<file path="src/rtl/fan_ctrl_pkg.sv">
package fan_ctrl_pkg;
  localparam int DUTY_W     = 7;
  localparam int FULL_DUTY  = 100;
  localparam int START_DUTY = 40;
  localparam int HYST_C     = 2;
  typedef logic [DUTY_W-1:0] duty_t;
endpackage

</file>
<file path="src/rtl/fan_duty_target.sv">
module fan_duty_target
  import fan_ctrl_pkg::*;
#(
  parameter int TEMP_W  = 8,
  parameter int SLOPE_W = 4
) (
  input  logic                     clk,
  input  logic                     rst_n,
  input  logic                     smp_valid,
  input  logic signed [TEMP_W-1:0] smp_temp,
  input  logic signed [TEMP_W-1:0] t_start,
  input  logic [SLOPE_W-1:0]       slope,
  output duty_t                    target
);
  localparam int PW = TEMP_W + SLOPE_W + 1;

  logic signed [TEMP_W:0] diff;
  logic                   above;
  logic [PW-1:0]          ramp;
  duty_t                  next_target;

  always_comb begin
    diff  = $signed({smp_temp[TEMP_W-1], smp_temp}) - $signed({t_start[TEMP_W-1], t_start});
    above = !diff[TEMP_W] && (diff != '0);
    ramp  = PW'(diff[TEMP_W-1:0]) * PW'(slope) + PW'(START_DUTY);
    if (!above)
      next_target = '0;
    else if (ramp >= PW'(FULL_DUTY))
      next_target = duty_t'(FULL_DUTY);
    else
      next_target = duty_t'(ramp);
  end

  always_ff @(posedge clk) begin
    if (!rst_n)
      target <= '0;
    else if (smp_valid)
      target <= next_target;
  end

  assert_target_off_R1: assert property (@(posedge clk) disable iff (!rst_n)
    (smp_valid && (smp_temp <= t_start)) |=> (target == '0));

  assert_target_floor_R2: assert property (@(posedge clk) disable iff (!rst_n)
    (smp_valid && (smp_temp > t_start)) |=> (target >= duty_t'(START_DUTY)));

  assert_target_ceiling_R3: assert property (@(posedge clk) disable iff (!rst_n)
    target <= duty_t'(FULL_DUTY));

  assert_target_hold_R6: assert property (@(posedge clk) disable iff (!rst_n)
    !smp_valid |=> $stable(target));
endmodule

</file>
<file path="src/rtl/fan_duty_slew.sv">
module fan_duty_slew
  import fan_ctrl_pkg::*;
#(
  parameter int SEC_DIV = 100_000_000
) (
  input  logic  clk,
  input  logic  rst_n,
  input  duty_t target,
  output duty_t applied
);
  localparam int CW = (SEC_DIV > 2) ? $clog2(SEC_DIV) : 1;
  localparam logic [CW-1:0] LAST = CW'(SEC_DIV - 1);

  logic [CW-1:0] sec_cnt;
  logic          tick;

  assign tick = (sec_cnt == LAST);

  always_ff @(posedge clk) begin
    if (!rst_n)
      sec_cnt <= '0;
    else if (tick)
      sec_cnt <= '0;
    else
      sec_cnt <= sec_cnt + 1'b1;
  end

  always_ff @(posedge clk) begin
    if (!rst_n)
      applied <= '0;
    else if (tick) begin
      if (applied < target)
        applied <= applied + 1'b1;
      else if (applied > target)
        applied <= applied - 1'b1;
    end
  end

  assert_slew_idle_R4: assert property (@(posedge clk) disable iff (!rst_n)
    !tick |=> $stable(applied));

  assert_slew_step_R4: assert property (@(posedge clk) disable iff (!rst_n)
    1'b1 |=> ((applied <= $past(applied) + 1'b1) && ($past(applied) <= applied + 1'b1)));

  assert_slew_bound_R3: assert property (@(posedge clk) disable iff (!rst_n)
    applied <= duty_t'(FULL_DUTY));
endmodule

</file>
<file path="src/rtl/fan_pwm_gen.sv">
module fan_pwm_gen
  import fan_ctrl_pkg::*;
#(
  parameter int FRAME_DIV = 33_333
) (
  input  logic  clk,
  input  logic  rst_n,
  input  duty_t duty,
  output logic  pwm
);
  localparam int PW = (FRAME_DIV > 2) ? $clog2(FRAME_DIV) : 1;
  localparam logic [PW-1:0] PRE_LAST  = PW'(FRAME_DIV - 1);
  localparam duty_t         SLOT_LAST = duty_t'(FULL_DUTY - 1);

  logic [PW-1:0] pre_cnt;
  duty_t         slot;
  logic          step;

  assign step = (pre_cnt == PRE_LAST);

  always_ff @(posedge clk) begin
    if (!rst_n) begin
      pre_cnt <= '0;
      slot    <= '0;
    end else begin
      pre_cnt <= step ? '0 : pre_cnt + 1'b1;
      if (step)
        slot <= (slot == SLOT_LAST) ? '0 : slot + 1'b1;
    end
  end

  always_ff @(posedge clk) begin
    if (!rst_n)
      pwm <= 1'b0;
    else
      pwm <= (slot < duty);
  end

  assert_slot_range_R5: assert property (@(posedge clk) disable iff (!rst_n)
    slot <= SLOT_LAST);

  assert_pwm_zero_R5: assert property (@(posedge clk) disable iff (!rst_n)
    (duty == '0) |=> !pwm);
endmodule

</file>
<file path="src/rtl/fan_alarm.sv">
module fan_alarm
  import fan_ctrl_pkg::*;
#(
  parameter int TEMP_W = 8
) (
  input  logic                     clk,
  input  logic                     rst_n,
  input  logic                     smp_valid,
  input  logic signed [TEMP_W-1:0] smp_temp,
  input  logic signed [TEMP_W-1:0] thr,
  output logic                     flag
);
  logic signed [TEMP_W:0] t_w;
  logic signed [TEMP_W:0] set_w;
  logic signed [TEMP_W:0] clr_w;

  always_comb begin
    t_w   = $signed({smp_temp[TEMP_W-1], smp_temp});
    set_w = $signed({thr[TEMP_W-1], thr});
    clr_w = set_w - $signed((TEMP_W+1)'(HYST_C));
  end

  always_ff @(posedge clk) begin
    if (!rst_n)
      flag <= 1'b0;
    else if (smp_valid) begin
      if (t_w >= set_w)
        flag <= 1'b1;
      else if (t_w <= clr_w)
        flag <= 1'b0;
    end
  end

  assert_alarm_hold_R7: assert property (@(posedge clk) disable iff (!rst_n)
    !smp_valid |=> $stable(flag));

  assert_alarm_set_R7: assert property (@(posedge clk) disable iff (!rst_n)
    (smp_valid && (smp_temp >= thr)) |=> flag);
endmodule

</file>
<file path="src/rtl/fan_pwm_ctrl.sv">
module fan_pwm_ctrl
  import fan_ctrl_pkg::*;
#(
  parameter int TEMP_W    = 8,
  parameter int SLOPE_W   = 4,
  parameter int FRAME_DIV = 33_333,
  parameter int SEC_DIV   = 100_000_000
) (
  input  logic                     clk,
  input  logic                     rst_n,
  input  logic                     temp_valid,
  output logic                     temp_ready,
  input  logic signed [TEMP_W-1:0] temp_data,
  input  logic signed [TEMP_W-1:0] cfg_t_start,
  input  logic [SLOPE_W-1:0]       cfg_slope,
  input  logic signed [TEMP_W-1:0] cfg_t_throttle,
  input  logic signed [TEMP_W-1:0] cfg_t_shutdown,
  output logic                     pwm_out,
  output logic                     throttle_out,
  output logic                     shutdown_out
);
  localparam int N_ALARM = 2;

  duty_t target;
  duty_t applied;
  duty_t duty_eff;
  logic  xfer;
  logic [N_ALARM-1:0]             alarm_flag;
  logic [N_ALARM-1:0][TEMP_W-1:0] alarm_thr;

  assign temp_ready = 1'b1;
  assign xfer       = temp_valid && temp_ready;

  fan_duty_target #(.TEMP_W(TEMP_W), .SLOPE_W(SLOPE_W)) u_target (
    .clk       (clk),
    .rst_n     (rst_n),
    .smp_valid (xfer),
    .smp_temp  (temp_data),
    .t_start   (cfg_t_start),
    .slope     (cfg_slope),
    .target    (target)
  );

  fan_duty_slew #(.SEC_DIV(SEC_DIV)) u_slew (
    .clk     (clk),
    .rst_n   (rst_n),
    .target  (target),
    .applied (applied)
  );

  assign alarm_thr = {cfg_t_shutdown, cfg_t_throttle};

  for (genvar g = 0; g < N_ALARM; g++) begin : g_alarm
    fan_alarm #(.TEMP_W(TEMP_W)) u_alarm (
      .clk       (clk),
      .rst_n     (rst_n),
      .smp_valid (xfer),
      .smp_temp  (temp_data),
      .thr       ($signed(alarm_thr[g])),
      .flag      (alarm_flag[g])
    );
  end

  assign throttle_out = alarm_flag[0];
  assign shutdown_out = alarm_flag[1];
  assign duty_eff     = shutdown_out ? duty_t'(FULL_DUTY) : applied;

  fan_pwm_gen #(.FRAME_DIV(FRAME_DIV)) u_pwm (
    .clk   (clk),
    .rst_n (rst_n),
    .duty  (duty_eff),
    .pwm   (pwm_out)
  );

  assert_shutdown_full_R8: assert property (@(posedge clk) disable iff (!rst_n)
    shutdown_out |=> pwm_out);

  assert_shutdown_clear_R8: assert property (@(posedge clk) disable iff (!rst_n)
    (temp_valid && (temp_data <= cfg_t_shutdown - 8'sd2)) |=> !shutdown_out);
endmodule

</file>
<file path="config.mk">
export PLATFORM = sky130hd
export DESIGN_NAME = fan_pwm_ctrl
export DESIGN_NICKNAME = d
export VERILOG_FILES = /design/src/rtl/fan_ctrl_pkg.sv /design/src/rtl/fan_duty_target.sv /design/src/rtl/fan_duty_slew.sv /design/src/rtl/fan_pwm_gen.sv /design/src/rtl/fan_alarm.sv /design/src/rtl/fan_pwm_ctrl.sv
export SDC_FILE = /design/constraint.sdc
export NUM_CORES = 1
export LEC_CHECK = 0
export ABC_AREA = 1
export BUFFER_PORTS_ARGS = -buffer_cell sky130_fd_sc_hd__buf_2
export CORE_MARGIN = 1
export CORE_UTILIZATION = 55
export CTS_CLUSTER_SIZE = 24
export DETAILED_ROUTE_END_ITERATION = 16
export GPL_ROUTABILITY_DRIVEN = 0
export GPL_TIMING_DRIVEN = 1
export PLACE_DENSITY = 0.74
export SLEW_MARGIN = 20
export SYNTH_ARGS = -nofsm -noshare
export SYNTH_HDL_FRONTEND = slang
export SYNTH_SLANG_ARGS = --single-unit
</file>
<file path="constraint.sdc">
create_clock -name clk -period 12.2 [get_ports clk]
set_input_delay 1.83 -clock clk [delete_from_list [all_inputs] [get_ports clk]]
set_output_delay 1.83 -clock clk [all_outputs]
set_load 0.01 [all_outputs]
</file>
Yosys cells after proc, flatten, opt, wreduce, memory -nomap -nowiden:

Cells that the tools add are included.

* word-level logic and storage cells: 51
* output and inout bits: 4
* input bits: 39
* register bits after elaboration: 67

* $mul: 1
* $lt $le $gt $ge: 8
* reduce and logical (&&, ||, !) cells: 11
* add/sub/neg operators: 9
* bitwise operators: 1
* equal/unequal tests: 3
* muxes and demuxes: 10

Operators by type and width (count)
* 2-to-1 mux 7 bit: 6
* adder 27 x 1 -> 27 bit (second input constant): 1
* equality test 27 bit (second input constant): 1
* <= comparator 8 x 9 -> 1 bit: 2
* subtractor 8 x 3 -> 9 bit (second input constant): 2
* adder 16 x 1 -> 16 bit (second input constant): 1
* equality test 16 bit (second input constant): 1
* greater-or-equal comparator 8 bit: 2
* adder 7 x 1 -> 7 bit (second input constant): 2
* less-than comparator 7 bit: 2
* adder 12 x 6 -> 13 bit (second input constant): 1
* greater-or-equal comparator 13 x 7 -> 1 bit (second input constant): 1
* multiplier 8 x 4 -> 12 bit: 1
* nonzero test 9 bit: 1
* subtractor 8 x 8 -> 9 bit: 1
* equality test 7 bit (second input constant): 1
* > comparator 7 bit: 1
* subtractor 7 x 1 -> 7 bit (second input constant): 1
* AND reduction 2 bit: 3
* nonzero test 2 bit: 3
* 2-to-1 mux 1 bit: 4
* OR reduction 2 bit: 2
* logical AND 1 bit: 1
* logical NOT 1 bit: 1
* NOT 1 bit: 1

Depth between registers and ports, before layout:

* depth after elaboration: 6
* mapped depth: 29
* mapped depth without buffers: 29

By module:

Synthesis repeated with hierarchy kept, for this count alone.

* cells, all modules: 1058
* area, all modules: 6994.2 sq um

Modules (own cells, without submodules)
* fan_duty_slew: seq. area each 680.7 sq um, instances 1, cells each 325, area each 2239.6 sq um
* fan_duty_target: seq. area each 140.1 sq um, instances 1, cells each 315, area each 2000.7 sq um
* fan_pwm_gen: seq. area each 480.5 sq um, instances 1, cells each 209, area each 1440.1 sq um
* fan_alarm: seq. area each 20.0 sq um, instances 2, cells each 96, area each 623.1 sq um
* fan_pwm_ctrl: seq. area each 0.0 sq um, instances 1, cells each 17, area each 67.6 sq um

Worst setup path before layout:

OpenSTA, ideal clock, no wires.

* kind: input to register
* from: in temp_data[0]
* to: reg u_target.target[2]
* slack: 6333 ps
* setup time: 128 ps
* path buffers: 0
* data required time: 12072 ps
* stages on the path: 22
* arrival: 5739 ps
* cells stage by stage: inv_1 > ha_1 > fa_1 > or2_2 > ha_1 > fa_1 > fa_1 > inv_1 > ha_1 > fa_1 > nand3_1 > nand2_1 > nand2_1 > nand2_1 > nand2_1 > nand2_1 > nor2_1 > nand3_1 > nor2_1 > nor2_1 > nor2_1 > nor2_1

* word-level cells in the longest chain between the ends: 6
* elaborated cells between the ends (all ways): 9
* classes of those cells: add/sub: 2; mul: 1; order compare: 1; mux: 2; reduce/logical: 3

RTL lines
* start, declared: RTL line fan_pwm_ctrl.sv:13 `input logic signed [TEMP_W-1:0] temp_data,`
* subtractor 8 x 8 -> 9 bit *: RTL line fan_duty_target.sv:23 `diff = $signed({smp_temp[TEMP_W-1], smp_temp}) - $signed({t_start[TEMP_W-1], t_start});`
* multiplier 8 x 4 -> 12 bit: RTL line fan_duty_target.sv:25 `ramp = PW'(diff[TEMP_W-1:0]) * PW'(slope) + PW'(START_DUTY);`
* adder 12 x 6 -> 13 bit: RTL line fan_duty_target.sv:25
* greater-or-equal comparator 13 x 7 -> 1 bit: RTL line fan_duty_target.sv:28 `else if (ramp >= PW'(FULL_DUTY))`
* 2-to-1 mux 7 bit: RTL line fan_duty_target.sv:28
* 2-to-1 mux 7 bit *: RTL line fan_duty_target.sv:26 `if (!above)`
* end signal, assigned: RTL line fan_duty_target.sv:38 `target <= next_target;`
* end, declared: RTL line fan_duty_target.sv:13 `output duty_t target`

Every way passes the cells marked *; elsewhere a longest branch is shown, timed or not.
A chain may end at the register's enable or synchronous reset.

Final worst setup path:

* from: in temp_data[0]
* to: reg u_target.target[4]

Same word-level chain as after synthesis.

==> qor.yml <==
global_route:
  grt_pass1_wl_mm: 22.2
  overflow: 0
  grt_pass1_vias: 5271
  antenna_found_initial: 0
  track_usage: 0.234
  grt_max_degree: 23
worst_setup_path:
  crit_buf_inv: 3
  crit_chain: "buf_2, inv_1, ha_1, fa_1, or2_2, ha_1, fa_1, fa_1, inv_1, ha_1, fa_1, nand3_1, nand2_1, nand2_1, nand3_1, nand2_1, nand3_1, nor2_1, nand4_1, a21oi_1"
  start_kind: "input port"
  critical_path.reg2reg.endpoint: "u_slew.applied[6]$_SDFFE_PN0P_"
  path_class: "input port to register"
  cp_data_required_time_ns: 12.44
  cp_max_fo: 5
  reg2regPathDepth: 15
  cpMaxStageDelayCell: "fa_1"
  cp.arrival_ns: 6.16
  setup.worst_path.end_class: "register"
  reg2reg_from: "u_target.target[2]$_SDFFE_PN0P_"
  slowest_delay_ns: 0.54
  r2r_slack_ns: 9.65
  crit_family: "adder cells"
  cp_common_cell: "fa_1"
outcome:
  outcome: "finished, final reports clean"
timing:
  fin_crit_ns: 5.91
  fmax_ghz: 0.169
  relSlewSlack: 0.579
  post-route-period-util: 0.485
  skew_ns: 0.00750
  worst_slack_ns: 6.29
  hold_viol: 0
  rsz0062_at_grt: "false"
  fin_setup_tns_ns: 0
  finalSetupViolations: 0
  drv_slew: 0
  worst_pin_slew_ns: 0.628
clock_tree:
  clk_pin_slew_ns: 0.05
  hold_buffers: 0
  postCtsSetupRepairBufs: 0
  numCtsBuffers: 9
  post_cts_resized: 0
  clock_tree.htree_level_count: 3
  clockBufferDepth: 2
  cts_tree: "done"
  cts-root-buf: "clkbuf_16"
  clk_latency_ns: 0.33
  cts.sinks: 67
die:
  die_w_um: 109
  num_io_pins: 43
  initial_core_util: 0.572
  fp.dieArea_um2: 11800
  fp.dieH_um: 109
  fp-row-count: 38
  core_um2: 11000
route:
  drtPass1Iterations: 5
  finalWirelength_mm: 12.7
  viasPerCell: 5.16
  drc: 0
  ant_nets: 0
  vias: 5764
  wl_per_cell_um: 11.3
  drtIter0Drc: 357
pwr:
  switching_share: 0.367
  power_density_nw_per_um2: 122
  p_seq_frac: 0.270
  intPower_mw: 0.534
  ir_worst_vdd_mv: 0.0950
  switching_power_mw: 0.309
  power_frac_comb: 0.415
  clock_power_share: 0.315
  leakage_nw: 3.42
cells_and_area:
  design_area_um2: 6930
  areaGrowthSynthToFinish_pct: 10.4
  diodes: 0
  drive_above_1_share: 0.0838
  nets: 1116
synth:
  synth_top_area_share: 0.214
  synth_most_common_cell: "nand2_1"
  synth_nets: 1071
  ys_seq_area_frac: 0.214
  synth_top_area_cell: "dfxtp_1"
  synth_edf_count: 0
  async_reset_ff_frac: 0
  synth_flop_cell: "dfxtp_1"
  synth.top_cells.by_count: "nand2_1, inv_1, nor2_1"
  synthesis.area_um2: 6280
  synth_warnings: 0
  yosys-top-cells-area: "dfxtp_1, ha_1, nand2_1"
  syn-instance-count: 928
  yosysUniqueCellTypes: 43
  syn_area_per_cell_um2: 6.77
  ys_seq_elements: 67
placement:
  post-place-ws_ns: 5.94
  hpwl_mm: 10.2
  place_area_um2: 6620
  io_buffers: 41
hold_path:
  min_to: "u_slew.sec_cnt[0]$_SDFF_PP0_"
  hold_class: "register to register"
  min-delay-start: "u_slew.sec_cnt[0]$_SDFF_PP0_"
  min_path_cells: 1
job:
  drv_cap: 0
-- cells in the final DEF (no fill, tap or decap), drive strengths merged, types with 5 or more instances in the layout --
cell type | netlist | routed
a21oi | 71 | 71
buf | 5 | 41
clkbuf | 2 | 12
dfxtp | 67 | 67
fa | 15 | 15
ha | 89 | 89
inv | 166 | 166
nand2 | 183 | 183
nand3 | 57 | 57
nand4 | 29 | 29
nor2 | 114 | 114
nor3 | 37 | 37
nor3b | 5 | 5
nor4 | 9 | 9
o21a | 7 | 7
o21ai | 22 | 22
or2 | 5 | 5
xnor2 | 8 | 8
xor2 | 18 | 18
-- state kept, by name, indices dropped and copies added, names as in the netlist --
register / count
g_alarm.u_alarm.flag: 2
u_slew.applied: 7
u_slew.sec_cnt: 27
u_pwm.slot: 7
u_pwm.pwm: 1
u_pwm.pre_cnt: 16
u_target.target: 7
-- worst max-delay path by stage --
stage	startpoint	to	slack, ns	depth (start not counted)
after floorplan	temp_data[0]	u_target.target[2]$_SDFFE_PN0P_	6.33	22
after global placement	temp_data[0]	u_target.target[3]$_SDFFE_PN0P_	6.01	20
after detailed placement	temp_data[0]	u_target.target[0]$_SDFFE_PN0P_	5.94	20
after CTS	temp_data[0]	u_target.target[0]$_SDFFE_PN0P_	6.28	20
after global routing	temp_data[0]	u_target.target[0]$_SDFFE_PN0P_	5.83	27
final	temp_data[0]	u_target.target[4]$_SDFFE_PN0P_	6.29	20
-- per-stage QoR --
step / std cells / hold slack [ns] / utilization / power, mW
after global routing: 1118 / 0.488 / 0.631 / 0.934
after detailed placement: 1102 / 0.441 / 0.602 / 0.584
after CTS: 1118 / 0.453 / 0.631 / 0.853
after global placement: 1102 / 0.430 / 0.602 / 0.581
after floorplan: 928 / 0.418 / - / 0.515
final: 1118 / 0.450 / 0.631 / 0.844
-- power by group through the flow --
stage / clock network (mW) / registers [mW] / logic [mW]
after floorplan: 0 / 0.232 / 0.282
after global placement: 0 / 0.232 / 0.349
after detailed placement: 0 / 0.232 / 0.352
after CTS: 0.272 / 0.228 / 0.353
after global routing: 0.284 / 0.229 / 0.422
final: 0.265 / 0.228 / 0.350
-- metal layers --
metal  vias to the layer above  share of wire  global-route usage
met2                        66           0.46               0.398
li1                       3122              -                   -
met3                         4          0.029              0.0586
met1                      2572           0.51               0.302
met5                         -              0                   0
met4                         0         0.0030              0.0396
-- cell type report --
class | instances | area, um2
Clock buffer | 12 | 267
Clock inverter | 4 | 47.5
Fill cell | 1042 | 4050
Inverter | 168 | 632
Multi-Input combinational cell | 686 | 4260
Sequential cell | 67 | 1340
Tap cell | 140 | 175
Timing Repair Buffer | 41 | 205
-- cell families after synthesis --
group / Yosys count / share of synthesized area
AO/OA/AOI/OAI: 111 / 0.0988
adder cells (fa/ha/maj): 104 / 0.225
buffers and inverters: 175 / 0.108
flip-flops: 67 / 0.214
other: 1 / 0.000597
XOR/XNOR: 26 / 0.0363
AND/OR/NAND/NOR: 444 / 0.318
-- worst register-to-register path, stage by stage, from the launching register on --
cell	delay, ns
dfxtp_1	0.31
inv_1	0.06
ha_1	0.31
a21oi_1	0.14
o21ai_0	0.09
nand2_1	0.07
nand2_1	0.21
ha_1	0.41
a21oi_1	0.19
nand2_1	0.09
a21oi_1	0.14
o21bai_1	0.09
nand3b_1	0.16
nand2_1	0.06
nand2_1	0.04
a21oi_1	0.10
No activity file was read; power rests on OpenSTA's default activity.
